**src/rtl/rxs_pkg.sv**
```systemverilog
package rxs_pkg;

  typedef struct packed {
    logic [8:0] data;
    logic       fe;
    logic       pe;
    logic       ovr;
  } rx_entry_t;

  typedef struct packed {
    logic       startOk;
    logic       dataStb;
    logic       parStb;
    logic       stopStb;
    logic       bitVal;
    logic [3:0] bitIdx;
    logic       parEn;
    logic       parOdd;
    logic       nineBit;
  } rx_strobe_t;

endpackage

```
**src/rtl/rxs_ctrl.sv**
```systemverilog
module rxs_ctrl
  import rxs_pkg::*;
#(
  parameter int PRESCALE_W = 16
) (
  input  logic                  clk,
  input  logic                  rst_n,
  input  logic                  rxLine,
  input  logic [PRESCALE_W-1:0] prescale,
  input  logic                  rxEnable,
  input  logic [1:0]            parityMode,
  input  logic [2:0]            sizeSel,
  input  logic                  doubleSpeed,
  output rx_strobe_t            stb
);

  typedef enum logic [2:0] {S_IDLE, S_START, S_DATA, S_PARITY, S_STOP} rx_state_t;

  rx_state_t             state;
  logic [2:0]            syncReg;
  logic                  lineNow, linePrev, fallEdge;
  logic [PRESCALE_W-1:0] tickCnt;
  logic                  tick;
  logic [3:0]            sampleCnt;
  logic                  voteA, voteB;
  logic                  slow;
  logic [3:0]            nBitsM1;
  logic                  parEn, parOdd, nineBit;
  logic [3:0]            bitIdx;
  logic [3:0]            decidePt, lastPt;
  logic                  majority, decideNow, endNow;
  logic [3:0]            sizeBitsM1;

  assign lineNow  = syncReg[1];
  assign linePrev = syncReg[2];
  assign fallEdge = linePrev & ~lineNow;
  assign tick     = (tickCnt == '0);

  assign decidePt = slow ? 4'd9 : 4'd3;
  assign lastPt   = slow ? 4'd15 : 4'd7;
  assign majority = slow ? ((voteA & voteB) | (voteA & lineNow) | (voteB & lineNow)) : lineNow;
  assign decideNow = (state != S_IDLE) && tick && (sampleCnt == decidePt);
  assign endNow    = (state != S_IDLE) && tick && (sampleCnt == lastPt);

  always_comb begin
    if (sizeSel <= 3'd3)      sizeBitsM1 = {1'b0, sizeSel} + 4'd4;
    else if (sizeSel == 3'd4) sizeBitsM1 = 4'd8;
    else                      sizeBitsM1 = 4'd7;
  end

  always_ff @(posedge clk or negedge rst_n) begin
    if (!rst_n) syncReg <= 3'b111;
    else        syncReg <= {syncReg[1:0], rxLine};
  end

  always_ff @(posedge clk or negedge rst_n) begin
    if (!rst_n) begin
      state     <= S_IDLE;
      tickCnt   <= '0;
      sampleCnt <= '0;
      voteA     <= 1'b1;
      voteB     <= 1'b1;
      slow      <= 1'b1;
      nBitsM1   <= 4'd7;
      parEn     <= 1'b0;
      parOdd    <= 1'b0;
      nineBit   <= 1'b0;
      bitIdx    <= '0;
    end else if (!rxEnable) begin
      state <= S_IDLE;
    end else if (state == S_IDLE) begin
      if (fallEdge) begin
        state     <= S_START;
        tickCnt   <= prescale;
        sampleCnt <= '0;
        slow      <= ~doubleSpeed;
        nBitsM1   <= sizeBitsM1;
        parEn     <= parityMode[1];
        parOdd    <= parityMode[0];
        nineBit   <= (sizeSel == 3'd4);
      end
    end else begin
      if (tick) begin
        tickCnt   <= prescale;
        sampleCnt <= (sampleCnt == lastPt) ? 4'd0 : sampleCnt + 4'd1;
        if (sampleCnt == 4'd7) voteA <= lineNow;
        if (sampleCnt == 4'd8) voteB <= lineNow;
      end else begin
        tickCnt <= tickCnt - 1'b1;
      end
      case (state)
        S_START: begin
          if (decideNow && majority) state <= S_IDLE;
          else if (endNow) begin
            state  <= S_DATA;
            bitIdx <= '0;
          end
        end
        S_DATA: begin
          if (endNow) begin
            if (bitIdx == nBitsM1) state <= parEn ? S_PARITY : S_STOP;
            else                   bitIdx <= bitIdx + 4'd1;
          end
        end
        S_PARITY: if (endNow) state <= S_STOP;
        S_STOP:   if (decideNow) state <= S_IDLE;
        default:  state <= S_IDLE;
      endcase
    end
  end

  always_comb begin
    stb         = '0;
    stb.startOk = rxEnable && (state == S_START)  && decideNow && !majority;
    stb.dataStb = rxEnable && (state == S_DATA)   && decideNow;
    stb.parStb  = rxEnable && (state == S_PARITY) && decideNow;
    stb.stopStb = rxEnable && (state == S_STOP)   && decideNow;
    stb.bitVal  = majority;
    stb.bitIdx  = bitIdx;
    stb.parEn   = parEn;
    stb.parOdd  = parOdd;
    stb.nineBit = nineBit;
  end


  fast_count_range_chk: assert property (@(posedge clk) disable iff (!rst_n)
    (state != S_IDLE && !slow) |-> (sampleCnt < 4'd8));


  data_index_range_chk: assert property (@(posedge clk) disable iff (!rst_n)
    (state == S_DATA) |-> (bitIdx <= nBitsM1));

endmodule

```
**src/rtl/rxs_datapath.sv**
```systemverilog
module rxs_datapath
  import rxs_pkg::*;
#(
  parameter int DEPTH = 2
) (
  input  logic       clk,
  input  logic       rst_n,
  input  rx_strobe_t stb,
  input  logic       addrFilter,
  input  logic       readStrobe,
  output rx_entry_t  headEntry,
  output logic       notEmpty
);

  localparam int PTR_W = (DEPTH > 1) ? $clog2(DEPTH) : 1;
  localparam int CNT_W = $clog2(DEPTH + 1);

  rx_entry_t         mem [DEPTH];
  logic [PTR_W-1:0]  rdPtr, wrPtr;
  logic [CNT_W-1:0]  count;
  logic [8:0]        shiftReg;
  logic              parAcc, peFlag;
  logic              lostFrame, ovrPending;
  rx_entry_t         holdData, holdDataNext, newEntry, pushData;
  logic              holdValid, holdNext;
  logic              accept, storeNow, pop, roomAfterPop, pushEn, overrunNow;

  assign accept     = !addrFilter || (stb.nineBit && shiftReg[8]);
  assign storeNow   = stb.stopStb && accept && !lostFrame;
  assign pop        = readStrobe && (count != '0);
  assign roomAfterPop = (count != CNT_W'(DEPTH)) || pop;
  assign overrunNow = stb.startOk && holdValid && (count == CNT_W'(DEPTH));

  always_comb begin
    newEntry.data = shiftReg;
    newEntry.fe   = ~stb.bitVal;
    newEntry.pe   = peFlag;
    newEntry.ovr  = ovrPending;
  end

  always_comb begin
    pushEn       = 1'b0;
    pushData     = newEntry;
    holdNext     = holdValid;
    holdDataNext = holdData;
    if (holdValid && roomAfterPop) begin
      pushEn   = 1'b1;
      pushData = holdData;
      if (storeNow) holdDataNext = newEntry;
      else          holdNext     = 1'b0;
    end else if (storeNow) begin
      if (roomAfterPop) pushEn = 1'b1;
      else begin
        holdNext     = 1'b1;
        holdDataNext = newEntry;
      end
    end
  end

  always_ff @(posedge clk or negedge rst_n) begin
    if (!rst_n) begin
      shiftReg   <= '0;
      parAcc     <= 1'b0;
      peFlag     <= 1'b0;
      lostFrame  <= 1'b0;
      ovrPending <= 1'b0;
    end else begin
      if (stb.startOk) begin
        shiftReg  <= '0;
        parAcc    <= 1'b0;
        peFlag    <= 1'b0;
        lostFrame <= overrunNow;
      end
      if (stb.dataStb) begin
        shiftReg[stb.bitIdx] <= stb.bitVal;
        parAcc <= parAcc ^ stb.bitVal;
      end
      if (stb.parStb)
        peFlag <= stb.parEn & (parAcc ^ stb.bitVal ^ stb.parOdd);
      if (overrunNow)    ovrPending <= 1'b1;
      else if (storeNow) ovrPending <= 1'b0;
    end
  end

  always_ff @(posedge clk or negedge rst_n) begin
    if (!rst_n) begin
      rdPtr     <= '0;
      wrPtr     <= '0;
      count     <= '0;
      holdValid <= 1'b0;
      holdData  <= '0;
    end else begin
      holdValid <= holdNext;
      holdData  <= holdDataNext;
      if (pushEn) wrPtr <= (wrPtr == PTR_W'(DEPTH - 1)) ? '0 : wrPtr + 1'b1;
      if (pop)    rdPtr <= (rdPtr == PTR_W'(DEPTH - 1)) ? '0 : rdPtr + 1'b1;
      count <= count + CNT_W'(pushEn) - CNT_W'(pop);
    end
  end

  for (genvar g = 0; g < DEPTH; g++) begin : g_slot
    always_ff @(posedge clk or negedge rst_n) begin
      if (!rst_n)                                  mem[g] <= '0;
      else if (pushEn && wrPtr == PTR_W'(g))       mem[g] <= pushData;
    end
  end

  assign headEntry = mem[rdPtr];
  assign notEmpty  = (count != '0);


  hold_only_when_full_chk: assert property (@(posedge clk) disable iff (!rst_n)
    holdValid |-> (count == CNT_W'(DEPTH)));


  count_bound_chk: assert property (@(posedge clk) disable iff (!rst_n)
    count <= CNT_W'(DEPTH));


  overrun_mark_chk: assert property (@(posedge clk) disable iff (!rst_n)
    (stb.startOk && holdValid && count == CNT_W'(DEPTH)) |=> ovrPending);


  empty_read_chk: assert property (@(posedge clk) disable iff (!rst_n)
    (readStrobe && count == '0 && !storeNow) |=> (count == '0));


  one_strobe_chk: assert property (@(posedge clk) disable iff (!rst_n)
    $onehot0({stb.startOk, stb.dataStb, stb.parStb, stb.stopStb}));

endmodule

```
**src/rtl/uart_rx_status.sv**
```systemverilog
module uart_rx_status
  import rxs_pkg::*;
#(
  parameter int PRESCALE_W = 16,
  parameter int FIFO_DEPTH = 2
) (
  input  logic                  clk,
  input  logic                  rst_n,
  input  logic                  rxLine,
  input  logic [PRESCALE_W-1:0] prescale,
  input  logic                  rxEnable,
  input  logic [1:0]            parityMode,
  input  logic [2:0]            sizeSel,
  input  logic                  doubleSpeed,
  input  logic                  addrFilter,
  input  logic                  rxIntEnable,
  input  logic                  globalIntEnable,
  input  logic                  readStrobe,
  output logic [7:0]            rxData,
  output logic                  rxBit9,
  output logic                  frameErr,
  output logic                  parityErr,
  output logic                  overrun,
  output logic                  dataAvail,
  output logic                  rxIrq
);

  rx_strobe_t stb;
  rx_entry_t  headEntry;
  logic       notEmpty;

  rxs_ctrl #(.PRESCALE_W(PRESCALE_W)) u_ctrl (
    .clk(clk), .rst_n(rst_n), .rxLine(rxLine), .prescale(prescale),
    .rxEnable(rxEnable), .parityMode(parityMode), .sizeSel(sizeSel),
    .doubleSpeed(doubleSpeed), .stb(stb)
  );

  rxs_datapath #(.DEPTH(FIFO_DEPTH)) u_dp (
    .clk(clk), .rst_n(rst_n), .stb(stb), .addrFilter(addrFilter),
    .readStrobe(readStrobe), .headEntry(headEntry), .notEmpty(notEmpty)
  );

  assign dataAvail = notEmpty;
  assign rxData    = notEmpty ? headEntry.data[7:0] : 8'h00;
  assign rxBit9    = notEmpty & headEntry.data[8];
  assign frameErr  = notEmpty & headEntry.fe;
  assign parityErr = notEmpty & headEntry.pe;
  assign overrun   = notEmpty & headEntry.ovr;
  assign rxIrq     = rxIntEnable & globalIntEnable & notEmpty;

endmodule

```
**config.mk**
```make
export PLATFORM = sky130hd
export DESIGN_NAME = uart_rx_status
export DESIGN_NICKNAME = d
export VERILOG_FILES = /design/src/rtl/rxs_pkg.sv /design/src/rtl/rxs_ctrl.sv /design/src/rtl/rxs_datapath.sv /design/src/rtl/uart_rx_status.sv
export SDC_FILE = /design/constraint.sdc
export NUM_CORES = 1
export LEC_CHECK = 0
export CAP_MARGIN = 10
export CORE_UTILIZATION = 30
export DETAILED_ROUTE_END_ITERATION = 10
export GPL_TIMING_DRIVEN = 0
export HOLD_SLACK_MARGIN = 0.03
export PLACE_DENSITY = 0.52
export SLEW_MARGIN = 20
export SYNTH_ARGS = -nofsm -noshare
export SYNTH_HDL_FRONTEND = slang
export SYNTH_HIERARCHICAL = 1
export SYNTH_SLANG_ARGS = --single-unit
```
**constraint.sdc**
```tcl
create_clock -name clk -period 3.1 [get_ports clk]
set_input_delay 0.62 -clock clk [delete_from_list [all_inputs] [get_ports clk]]
set_output_delay 0.62 -clock clk [all_outputs]
set_load 0.01 [all_outputs]
```
[Word level (Yosys, flattened, before mapping)]
Cells that the tools add are included.
Cells by class
  add/sub/neg operators: 8
  magnitude comparators: 4
  equality and inequality tests: 25
  mux-type cells: 56
  bitwise logic cells: 21
  reductions and logical operators: 47
Operator list (number)
  2-to-1 mux 12 bit: 8
  2-to-1 mux 16 bit: 3
  2-to-1 mux 4 bit: 12
  2-to-1 mux 3 bit: 10
  logical AND 1 bit: 23
  2-to-1 mux 9 bit: 2
  logical NOT 16 bit: 1
  2-to-1 mux 1 bit: 16
  != test 4 x 2 -> 1 bit, second input constant: 4
  subtractor 16 x 1 -> 16 bit, second input constant: 1
  nonzero test 2 bit: 7
  == test 4 bit: 3
  case mux 3 bit (4 select lines): 1
  bitwise AND 1 bit: 11
  != test 2 bit, second input constant: 5
  bitwise mux 9 bit: 1
  AND reduction 3 bit: 3
  adder 4 x 1 -> 4 bit, second input constant: 2
  2-to-1 mux 8 bit: 1
  case mux 4 bit (2 select lines): 1
  AND reduction 4 bit: 2
  AND reduction 7 bit: 1
  == test 3 x 2 -> 1 bit, second input constant: 2
  == test 3 bit, second input constant: 2
  26 further kinds: 39
Storage, ports and cells
  register bits after elaboration: 94
  bits of input ports: 30

[Logic depth before layout (Yosys ltp)]
  word-level depth: 10
  gate-level depth with buffers: 12
  depth with buffers taken out: 12

[Cells and area by module]
The synthesis kept the hierarchy.
By module, submodules not included
  rxs_datapath: times used 1, cells an instance 197, area each 2591.2 um2
  rxs_ctrl: times used 1, cells an instance 284, area each 2502.4 um2
  uart_rx_status: times used 1, cells an instance 14, area each 103.8 um2

[Least setup slack after synthesis]
OpenSTA, ideal clock, no wires.
  path type: register to register
  start: reg u_ctrl.tickCnt[8]
  end: reg u_dp/mem[0] in the netlist's numbering
  setup time: 125 ps
  data arrival time: 3172 ps
  setup slack: -197 ps
  cell stages (with the launch flop): 12
  path buffers: 2
  period minus slack after synthesis: 3297 ps
  cells stage by stage: dfrtp_1 -> or4_1 -> buf_2 -> nor3_1 -> nand3_1 -> or3_1 -> nor4_1 -> nor2b_4 -> a21oi_2 -> or3b_4 -> buf_6 -> mux2_4
RTL lines
  from (decl): RTL line rxs_ctrl.sv:22  | logic [PRESCALE_W-1:0] tickCnt;
  from (signal assigned): RTL line rxs_ctrl.sv:74  | tickCnt <= prescale;
  from (signal assigned): RTL line rxs_ctrl.sv:84  | tickCnt <= prescale;
  from (signal assigned): RTL line rxs_ctrl.sv:89  | tickCnt <= tickCnt - 1'b1;
  to (signal, indexed assignment): RTL line rxs_datapath.sv:104  | else if (pushEn && wrPtr == PTR_W'(g)) mem[g] <= pushData;
  to (decl): RTL line rxs_datapath.sv:18  | rx_entry_t mem [DEPTH];

==> flow_summary_export.csv <==
group,metric,value,unit
run_status,run_status,"finished, violations left",
run_status,failed_checks,"negative setup slack",
clocking,cts_buffers,9,
logic_synthesis,async_flop_share,100,%
drt,vias_per_cell,5.04,
die,io_pins,44,
worst_setup_path,reg2reg_depth,10,
drt,vias,3960,
finish,drive_gt1_share,27.7,%
grt,grt_pass1_wl,20.1,mm
worst_setup_path,crit_path_top_delay_cell,"or4_4",
finish,layout.nets,597,
placed_design,dp_hpwl,8.19,mm
logic_synthesis,avgSynthCellArea,10.5,sq um
worst_setup_path,r2r_slack,-40,ps
clocking,htree_levels,3,
pwr,finalPower,2.77,mW
worst_setup_path,r2r-start,"u_ctrl/tickCnt[8]",
drt,drcViolationCount,0,
die,rows,47,
placed_design,routabilityCongestion,0.862,
sta,holdWs,89.6,ps
sta,max_freq,319,MHz
drt,drt_iter0_markers,234,
worst_setup_path,critPathArrivalTime,3370,ps
logic_synthesis,synth-seq-cells,93,
sta,period_needed,3140,ps
worst_setup_path,path_cells,"or4_4 > nor3_4 > nand3_4 > or3_4 > nor4_4 > nor2b_4 > a21oi_4 > or3b_4 > clkbuf_16 > mux2_4",
worst_setup_path,cpPeakStageDelay,570,ps
grt,grt_max_degree,80,
sta,hold_violations,0,
clocking,clkTransAtPathRegs,70,ps
clocking,cts_hold_buffers,0,
finish,final_common_cell,"dfrtp_1",
sta,timing.final.ws_setup,-36.5,ps
die,initial_core_util,31.0,%
logic_synthesis,synthesis.area,5200,sq um
drt,postRouteAntennaNets,0,
drt,drt-met1-wl,5.43,mm
pwr,p_leak,2.81,nW
die,die_h,134,microns
logic_synthesis,synth-main-ff-cell,"dfrtp_1",
sta,setup_viol,10,
grt,antenna_found_initial,0,
clocking,cts.path.max_buffers,2,
worst_setup_path,start_kind,"flop",
sta,max-slew-margin-rel,52.8,%
finish,fillCellCount,1631,
drt,wl_met2,5.69,mm
die,die_w,134,microns
logic_synthesis,syn_inst,495,
pwr,peakVddDrop,264,uV
drt,wl_met3,487,microns
clocking,clockRootBuffer,"clkbuf_16",
logic_synthesis,synth_edf_count,0,
drt,wl_per_cell,15.0,microns
sta,min_period_over_period,101,%
worst_setup_path,crit_required,3330,ps
worst_setup_path,r2r_end,"u_dp/mem[7]",
clocking,cts_tree,"built",
worst_setup_path,path_max_fanout,5,
logic_synthesis,ys.warnings.count,6,
worst_setup_path,crit_type,"reg -> reg",
logic_synthesis,synth_cell_types,73,
min_path,hp-class,"in -> async",
sta,rsz0062_at_grt,"yes",
die,core_area,16800,sq um
flow_run,maxCapViolCount,0,
sta,tightest_slew,703,ps
finish,layout_common_cells,"dfrtp_1, clkdlybuf4s50_1, mux2_2",
clocking,clk_latency,350,ps
grt,grt_usage,14.2,%
sta,final_max_slew_viol_count,0,
placed_design,portBuffers,43,
finish,area_growth,24.3,%
pwr,p_per_area,428,nW/um^2
drt,drtPass1Iterations,4,
finish,antenna_cells,0,
sta,tns,-236,ps
logic_synthesis,synth_nets,531,
worst_setup_path,end_kind,"flop",
drt,wirelength,11.8,mm
grt,grt_overflow,0,
grt,grt_pass1_vias,3928,
clocking,cts.sinks,93,
logic_synthesis,seq_area_frac_synth,45.0,%
drt,top_layer,"met4",
die,dieArea,17900,sq um
sta,clock-skew-final,8.65,ps
[worst max-delay path: cells and delay by family, from the launching register on]
kind,cells,cell delay [ps]
muxes,1,290
AOI/OAI and AO/OA,1,90
buffers and inverters,1,180
DFF,1,380
and+or+nand+nor,7,2090
[sequential cells by signal, indices dropped and copies added (netlist names), 2 cells and up]
signal,flops
u_dp/mem,24
u_ctrl/tickCnt,16
u_dp/holdData,12
u_dp/shiftReg,9
u_ctrl/bitIdx,4
u_ctrl/nBitsM1,4
u_ctrl/sampleCnt,4
u_ctrl/state,3
u_ctrl/syncReg,3
u_dp/count,2
[area by class of cell]
class | instances | area (sq um) | area share, %
tap | 220 | 275 | 4.26
timing repair buffer | 58 | 587 | 9.08
clock buffer | 10 | 229 | 3.54
buffer | 24 | 174 | 2.69
multi-input combinational | 358 | 2750 | 42.5
clock inverter | 6 | 47.5 | 0.736
inverter | 17 | 63.8 | 0.988
sequential | 93 | 2340 | 36.2
[synthesized netlist by cell type (all sizes together) (4+ instances only)]
library cell / count / share of area (%)
nor2: 25 / 1.8
nor3: 21 / 2.0
nand2b: 7 / 0.99
nor2b: 4 / 0.63
nand3b: 9 / 1.5
mux2: 62 / 14
or3: 11 / 1.4
inv: 17 / 1.2
nor3b: 8 / 1.4
and3: 5 / 0.67
o22ai: 4 / 0.48
o21ai: 35 / 3.4
clkbuf: 12 / 1.3
o211ai: 5 / 0.72
nand2: 34 / 2.5
xnor2: 7 / 1.2
nand4: 4 / 0.48
dfrtp: 84 / 40
or4: 6 / 0.99
nor4: 5 / 0.89
buf: 15 / 1.9
a31oi: 6 / 0.72
o31ai: 5 / 0.72
ha: 6 / 1.4
dfstp: 9 / 4.5
nand3: 12 / 1.2
a21oi: 29 / 2.9
and2: 12 / 1.6
[logic make-up after synthesis]
group / synth area share (%)
simple gates: 19.6
compound gates: 13.2
flops: 45.0
mux: 14.6
buf+inv: 4.50
xor+xnor: 1.69
fa+ha+maj: 1.44
[stage by stage]
stage                     std cells  util, %  cell area [sq um]  worst slack [ps]
final                           786     38.6               6460             -36.5
after global routing            786     38.6               6460              -127
after CTS                       786     38.3               6420              -127
after detailed placement        759     35.6               5960              -685
after global placement          758     35.4               5930             -2180
after floorplan                 495        -               5230              -126
[report_power, final]
part | leakage (nW) | internal (mW) | switching (mW)
clock network | 0.133 | 0.550 | 0.488
registers | 1.22 | 1.29 | 0.0795
logic | 1.45 | 0.166 | 0.193
[routing by layer]
layer  track usage (%)  up-vias
li1                  -     1934
met1              18.0     1904
met2              23.6      105
met3              3.27       17
met4              4.67        0
met5                 0        -
[what timing repair did]
item,4_1_cts,5_1_grt
setup buffers,9,2
gates resized for setup,24,6
pin swaps,2,0
cloned,2,1
setup endpoints to repair,45,45
[how the worst max path moves through the flow]
stage | startpoint | end | slack (ps)
2_1_floorplan | u_ctrl/tickCnt[8] | u_dp/mem[0] | -130
3_3_place_gp | rst_n | u_ctrl/parOdd | -2180
3_5_place_dp | u_ctrl/tickCnt[8] | u_dp/mem[13] | -690
4_1_cts | u_ctrl/tickCnt[8] | u_dp/mem[9] | -130
5_1_grt | u_ctrl/tickCnt[8] | u_dp/mem[8] | -130
6_report | u_ctrl/tickCnt[8] | u_dp/mem[7] | -40
Power figures use the tool's default switching activity.
